<file path="config.mk">
export PLATFORM = sky130hd
export DESIGN_NAME = rxfc_detect
export DESIGN_NICKNAME = d
export VERILOG_FILES = /design/src/rtl/rxfc_pkg.sv /design/src/rtl/rxfc_match.sv /design/src/rtl/rxfc_seq_fsm.sv /design/src/rtl/rxfc_spec_flag.sv /design/src/rtl/rxfc_detect.sv
export SDC_FILE = /design/constraint.sdc
export NUM_CORES = 1
export LEC_CHECK = 0
export ABC_AREA = 0
export BUFFER_PORTS_ARGS = -buffer_cell sky130_fd_sc_hd__buf_2
export CAP_MARGIN = 0
export CORE_ASPECT_RATIO = 1.4
export CORE_UTILIZATION = 49
export DETAILED_ROUTE_END_ITERATION = 8
export PLACE_DENSITY = 0.77
export SETUP_SLACK_MARGIN = 0.15
export SYNTH_ARGS = -nofsm -noshare
export SYNTH_HDL_FRONTEND = slang
export SYNTH_SLANG_ARGS = --single-unit
</file>
<file path="constraint.sdc">
create_clock -name clk -period 2.2 [get_ports clk]
set_input_delay 0.22 -clock clk [delete_from_list [all_inputs] [get_ports clk]]
set_output_delay 0.22 -clock clk [all_outputs]
set_load 0.05 [all_outputs]
</file>
<file path="src/rtl/rxfc_pkg.sv">
package rxfc_pkg;
    typedef enum logic [1:0] {
        ST_IDLE     = 2'd0,
        ST_ON_HALF  = 2'd1,
        ST_OFF_HALF = 2'd2,
        ST_FLUSH    = 2'd3
    } rxfc_state_e;

    typedef enum logic [1:0] {
        RXM_OFF   = 2'b00,
        RXM_SET_B = 2'b01,
        RXM_SET_A = 2'b10,
        RXM_PAIR  = 2'b11
    } rxfc_mode_e;

    localparam int HIT_ON_A  = 0;
    localparam int HIT_ON_B  = 1;
    localparam int HIT_OFF_A = 2;
    localparam int HIT_OFF_B = 3;
    localparam int NUM_CODES = 4;
endpackage

</file>
<file path="src/rtl/rxfc_match.sv">
module rxfc_match #(
    parameter int CW    = 8,
    parameter int NCODE = 4
) (
    input  logic [CW-1:0]            ch,
    input  logic [NCODE-1:0][CW-1:0] codes,
    output logic [NCODE-1:0]         hit
);
    for (genvar gi = 0; gi < NCODE; gi++) begin : g_cmp
        assign hit[gi] = (ch == codes[gi]);
    end
endmodule

</file>
<file path="src/rtl/rxfc_seq_fsm.sv">
module rxfc_seq_fsm
    import rxfc_pkg::*;
#(
    parameter int CW = 8
) (
    input  logic                 clk,
    input  logic                 rst_n,
    input  logic                 rx_valid,
    input  logic [CW-1:0]        rx_byte,
    input  logic [NUM_CODES-1:0] hit,
    input  logic [1:0]           rx_mode,
    output logic                 tx_hold,
    output logic                 fifo_we,
    output logic [CW-1:0]        fifo_data
);
    rxfc_state_e   state_q, state_n;
    logic [CW-1:0] pend_q, pend_n;
    logic          hold_n, we_n;
    logic [CW-1:0] data_n;
    logic          second_ok;

    always_ff @(posedge clk or negedge rst_n) begin
        if (!rst_n) begin
            state_q <= ST_IDLE;
            pend_q  <= '0;
        end else begin
            state_q <= state_n;
            pend_q  <= pend_n;
        end
    end

    always_ff @(posedge clk or negedge rst_n) begin
        if (!rst_n) begin
            tx_hold   <= 1'b0;
            fifo_we   <= 1'b0;
            fifo_data <= '0;
        end else begin
            tx_hold   <= hold_n;
            fifo_we   <= we_n;
            fifo_data <= data_n;
        end
    end

    assign second_ok = (state_q == ST_OFF_HALF) ? hit[HIT_OFF_B] : hit[HIT_ON_B];

    always_comb begin
        state_n = state_q;
        pend_n  = pend_q;
        hold_n  = tx_hold;
        we_n    = 1'b0;
        data_n  = fifo_data;
        unique case (state_q)
            ST_IDLE: begin
                if (rx_valid) begin
                    unique case (rx_mode)
                        RXM_OFF: begin
                            we_n   = 1'b1;
                            data_n = rx_byte;
                        end
                        RXM_SET_A: begin
                            if (hit[HIT_OFF_A])      hold_n = 1'b1;
                            else if (hit[HIT_ON_A])  hold_n = 1'b0;
                            else begin
                                we_n   = 1'b1;
                                data_n = rx_byte;
                            end
                        end
                        RXM_SET_B: begin
                            if (hit[HIT_OFF_B])      hold_n = 1'b1;
                            else if (hit[HIT_ON_B])  hold_n = 1'b0;
                            else begin
                                we_n   = 1'b1;
                                data_n = rx_byte;
                            end
                        end
                        RXM_PAIR: begin
                            if (hit[HIT_OFF_A]) begin
                                pend_n  = rx_byte;
                                state_n = ST_OFF_HALF;
                            end else if (hit[HIT_ON_A]) begin
                                pend_n  = rx_byte;
                                state_n = ST_ON_HALF;
                            end else begin
                                we_n   = 1'b1;
                                data_n = rx_byte;
                            end
                        end
                        default: ;
                    endcase
                end
            end
            ST_ON_HALF, ST_OFF_HALF: begin
                if (rx_mode != RXM_PAIR) begin
                    we_n    = 1'b1;
                    data_n  = pend_q;
                    state_n = ST_IDLE;
                    if (rx_valid) begin
                        pend_n  = rx_byte;
                        state_n = ST_FLUSH;
                    end
                end else if (rx_valid) begin
                    if (second_ok) begin
                        hold_n  = (state_q == ST_OFF_HALF);
                        state_n = ST_IDLE;
                    end else begin
                        we_n   = 1'b1;
                        data_n = pend_q;
                        pend_n = rx_byte;
                        if (hit[HIT_OFF_A])     state_n = ST_OFF_HALF;
                        else if (hit[HIT_ON_A]) state_n = ST_ON_HALF;
                        else                    state_n = ST_FLUSH;
                    end
                end
            end
            ST_FLUSH: begin
                we_n    = 1'b1;
                data_n  = pend_q;
                state_n = ST_IDLE;
            end
            default: state_n = ST_IDLE;
        endcase
        if (rx_mode == RXM_OFF) hold_n = 1'b0;
    end

    AST_FLUSH_WRITES: assert property (@(posedge clk) disable iff (!rst_n)
        (state_q == ST_FLUSH) |=> fifo_we);
    AST_HOLD_RISE_NO_WRITE: assert property (@(posedge clk) disable iff (!rst_n)
        $rose(tx_hold) |-> !fifo_we);
    AST_HOLD_RISE_AFTER_CHAR: assert property (@(posedge clk) disable iff (!rst_n)
        $rose(tx_hold) |-> $past(rx_valid));
    AST_HOLD_OFF_MODE: assert property (@(posedge clk) disable iff (!rst_n)
        (rx_mode == RXM_OFF) |=> !tx_hold);
endmodule

</file>
<file path="src/rtl/rxfc_spec_flag.sv">
module rxfc_spec_flag (
    input  logic clk,
    input  logic rst_n,
    input  logic rx_valid,
    input  logic spec_act,
    input  logic code_hit,
    input  logic clr,
    output logic flag
);
    logic set_now;
    assign set_now = rx_valid && spec_act && code_hit;

    always_ff @(posedge clk or negedge rst_n) begin
        if (!rst_n)       flag <= 1'b0;
        else if (set_now) flag <= 1'b1;
        else if (clr)     flag <= 1'b0;
    end

    AST_FLAG_STICKY: assert property (@(posedge clk) disable iff (!rst_n)
        (flag && !clr) |=> flag);
    AST_FLAG_ONLY_SPECIAL: assert property (@(posedge clk) disable iff (!rst_n)
        $rose(flag) |-> $past(spec_act && rx_valid));
endmodule

</file>
<file path="src/rtl/rxfc_detect.sv">
module rxfc_detect
    import rxfc_pkg::*;
#(
    parameter int CW = 8,
    parameter int MW = 4
) (
    input  logic          clk,
    input  logic          rst_n,
    input  logic          rx_valid,
    input  logic [CW-1:0] rx_byte,
    input  logic [CW-1:0] resume_a,
    input  logic [CW-1:0] resume_b,
    input  logic [CW-1:0] pause_a,
    input  logic [CW-1:0] pause_b,
    input  logic [MW-1:0] flow_mode,
    input  logic          spec_en,
    input  logic          stat_rd,
    output logic          tx_hold,
    output logic          spec_flag,
    output logic          fifo_we,
    output logic [CW-1:0] fifo_data
);
    logic [NUM_CODES-1:0][CW-1:0] codes;
    logic [NUM_CODES-1:0]         hit;
    logic                         spec_act;

    assign codes[HIT_ON_A]  = resume_a;
    assign codes[HIT_ON_B]  = resume_b;
    assign codes[HIT_OFF_A] = pause_a;
    assign codes[HIT_OFF_B] = pause_b;
    assign spec_act = spec_en && (flow_mode == '0);

    rxfc_match #(.CW(CW), .NCODE(NUM_CODES)) u_match (
        .ch    (rx_byte),
        .codes (codes),
        .hit   (hit)
    );

    rxfc_seq_fsm #(.CW(CW)) u_fsm (
        .clk       (clk),
        .rst_n     (rst_n),
        .rx_valid  (rx_valid),
        .rx_byte   (rx_byte),
        .hit       (hit),
        .rx_mode   (flow_mode[1:0]),
        .tx_hold   (tx_hold),
        .fifo_we   (fifo_we),
        .fifo_data (fifo_data)
    );

    rxfc_spec_flag u_flag (
        .clk      (clk),
        .rst_n    (rst_n),
        .rx_valid (rx_valid),
        .spec_act (spec_act),
        .code_hit (hit[HIT_OFF_B]),
        .clr      (stat_rd),
        .flag     (spec_flag)
    );

    AST_SPECIAL_WRITES: assert property (@(posedge clk) disable iff (!rst_n)
        (rx_valid && spec_act) |=> (fifo_we && fifo_data == $past(rx_byte)));
endmodule

</file>
==> impl_metrics.csv <==
group,metric,value,unit
timing,setup_viol,0,
global_route,grt_use_total,22.51,%
detailed_routing,drc,0,
timing,tightest_slew,0.4848,ns
synth,synth-edff-count,0,
place,dp_slack,0.04455,ns
synth,synthTopCellsByArea,"dfrtp_1 32%, mux2_2 11%, xnor2_1 8.6%, xor2_1 8.6%, mux2_4 7.4%",
global_route,grt_overflow,0,
layout,fin_nets,277,
synth,ys.flop_type,"dfrtp_1",
timing,finClkSkew,0.006234,ns
die,io_pins,60,
setup_path,start_kind,"flop",
timing,rsz0062_at_grt,"false",
global_route,grt_pass1_vias,1386,
setup_path,cp_max_fo,7,
synth,synth_seq_cells,21,
die,dieArea,3563,µm²
timing,slew_headroom,67.68,%
synth,muxShareOfSynthArea,19.66,%
detailed_routing,wl,3656,µm
synth,yosys.area.top_type,"dfrtp_1",
layout,syn2layout_area_growth,26.19,%
synth,yosysWarnings,0,
clock_tree,numCtsBuffers,3,
timing,fin_setup_tns,0,ns
synth,yosysTopAreaCellShare,32.26,%
timing,finalCritPeriodShare,87.44,%
die,coreArea,3153,µm²
pwr,peakVddDrop,0.9458,mV
synth,yosysUniqueCellTypes,38,
setup_path,critPathRequiredTime,2.36,ns
place,dpl.hpwl,2951,µm
setup_path,cp_common_cell,"nor2_1",
detailed_routing,initialDrtViolationCount,13,
timing,whs,0.1578,ns
timing,finalHoldViolations,0,
global_route,grt_max_degree,22,
place,gp_congestion,0.9713,
pwr,leakagePower,0.9792,nW
global_route,antenna_found_initial,0,
die,fp.dieH,70.23,µm
synth,syn-num-nets,212,
timing,drv_slew,0,
setup_path,crit_family,"compound AO/OA/AOI/OAI gates",
timing,min_period,1.924,ns
clock_tree,clock_latency,0.26,ns
synth,synthSimpleGateAreaFrac,10.91,%
die,start_util,51.67,%
detailed_routing,dr_total_vias,1370,
synth,synth-xor-area-share,17.20,%
detailed_routing,firstDrtPassIters,4,
clock_tree,cts-root-buf,"clkbuf_8",
die,die_w,50.73,µm
setup_path,setup.worst_path.end_class,"flop",
clock_tree,cts_max_path_buffers,2,
detailed_routing,ant_nets,0,
detailed_routing,via_per_inst,5.229,
synth,synth_compound_area_share,10.06,%
setup_path,critPathMaxStageDelay,0.40,ns
setup_path,cp-startpoint,"u_fsm.state_q[1]",
setup_path,crit_buf_inv,1,
worst_hold_path,hold_path_startpoint,"stat_rd",
place,dp.cells,255,
clock_tree,h-tree-depth,1,
status,outcome,"finished clean",
setup_path,critPathKind,"flop to flop",
layout,layout-drive-gt1-share,47.98,%
setup_path,cp_data_arrival_time,2.08,ns
setup_path,crit_slowest_cell,"ha_2",
setup_path,rr_startpoint,"u_fsm.state_q[1]",
setup_path,reg2reg_slack,0.28,ns
layout,instances_no_fill,262,
synth,synth_area,1629,µm²
flow_run,drv_cap,0,
clock_tree,clock-sinks,21,
layout,antenna_cells,0,
timing,setup_slack,0.2762,ns
synth,synth_fa_ha_area_share,3.072,%
synth,synth_top_family_by_area,"multiplexers",
die,rows,24,
worst_hold_path,hp-class,"primary input to flop",
synth,syn_inst,159,
pwr,pwr_density_cell,1261,nW/µm²
layout,fill_cells,287,
synth,seq_area_frac_synth,32.26,%
global_route,grt_pass1_wl,6023,µm
clock_tree,clk_pin_slew_worst_paths,0.08,ns
place,io_buffers,59,
clock_tree,tritoncts,"done",
synth,async_reset_ff_share,100.0,%
detailed_routing,wl_per_cell,13.95,µm
setup_path,crit_chain,"inv_1 > ha_2 > nor2_1 > nor2_2 > nor2_1 > o21ai_0 > o31ai_1 > o22a_1 > a31o_2",
synth,synth_area_per_cell,10.25,µm²
timing,fmax,519.8,MHz
cell usage after synthesis (2+ instances only):
library cell / count
dfrtp_1: 21
mux2_2: 16
xnor2_1: 16
xor2_1: 16
mux2_4: 8
nand2_1: 8
nor2_1: 8
inv_1: 6
a21oi_1: 5
buf_2: 5
buf_6: 4
ha_1: 4
nand4_1: 4
nor4_1: 4
nand2b_1: 3
o21ai_0: 3
o22ai_1: 3
a31o_2: 2
clkbuf_1: 2
mux2i_1: 2
o22a_1: 2
metal layers:
metal	GRT usage, %	vias up	wire, µm
li1	-	675	-
met1	26.49	648	1493
met2	39.41	43	1995
met3	2.397	4	116
met4	11.11	0	51
met5	0	-	0
per-stage QoR:
step / util, % / total power, mW / instance area, µm²
after floorplan: - / 1.924 / 1629
after global placement: 62.78 / 2.268 / 1979
after detailed placement: 62.78 / 2.306 / 1979
after CTS: 64.56 / 2.566 / 2036
after global routing: 65.20 / 2.756 / 2056
final: 65.20 / 2.592 / 2056
kinds of logic after synthesis:
| logic type | after synthesis |
|---|---|
| simple gates | 34 |
| fa+ha+maj | 4 |
| mux | 26 |
| compound gates | 23 |
| xor+xnor | 32 |
| flops | 21 |
| buf+inv | 19 |
repair_timing:
action | CTS | global route
setup endpoints to repair | 0 | 1
hold buffers | 1 | 0
setup buffers | 0 | 2
resized for setup | 0 | 2
hold endpoints to repair | 21 | 0
worst register-to-register path, delay by kind of cell, from the launching register on:
kind,cells,cell delay (ns)
AND/OR/NAND/NOR,3,0.32
flip-flops,1,0.38
buffers and inverters,1,0.09
AO/OA/AOI/OAI,4,0.62
adder cells (fa/ha/maj),1,0.40
cell type report:
| type | count | area [µm²] | share of cell area (%) |
|---|---|---|---|
| multi-input cells | 119 | 997.2 | 48.51 |
| inverters | 6 | 22.52 | 1.096 |
| well taps | 39 | 48.80 | 2.374 |
| repair buffers | 73 | 415.4 | 20.21 |
| clock buffers | 3 | 41.29 | 2.009 |
| clock inverters | 1 | 5.005 | 0.2435 |
| flip-flops and latches | 21 | 525.5 | 25.56 |
cells in the final DEF (no fill, tap or decap), drive strengths merged:
cell,count
dlygate4sd3,1
inv,6
a31o,2
xnor2,16
and2,2
o22a,2
o221a,2
xor2,16
a22oi,1
mux2i,2
nor2b,1
o32ai,1
dfrtp,21
nand3b,1
nor2,8
o22ai,3
o21bai,1
a2bb2oi,1
or2,1
a21oi,5
o31ai,1
o21ai,3
mux2,24
buf,72
a211oi,1
clkbuf,3
nand2b,3
nor4,4
nand2,8
clkinv,1
nand3,1
ha,4
nor4b,1
nand4,4
report_power, final:
group | internal [mW] | switching, mW | leakage [nW]
clock network | 0.126 | 0.135 | 0.0255
logic | 0.791 | 0.866 | 0.703
registers | 0.581 | 0.0921 | 0.251
flip-flops by register name, summed over array words and instances (netlist names):
signal	flops
u_fsm.fifo_data	8
u_fsm.pend_q	8
u_flag.flag	1
u_fsm.tx_hold	1
u_fsm.state_q	2
u_fsm.fifo_we	1
final timing paths:
path / endpoint / cells after the start
max: u_fsm.tx_hold / 9
min: u_flag.flag / 2
max reg2reg: u_fsm.tx_hold / 9
min reg2reg: u_fsm.pend_q[6] / 1
max in group asynchronous: u_fsm.fifo_data[0] / 2
min in group asynchronous: u_fsm.fifo_we / 2
No activity file was read; power rests on OpenSTA's default activity.
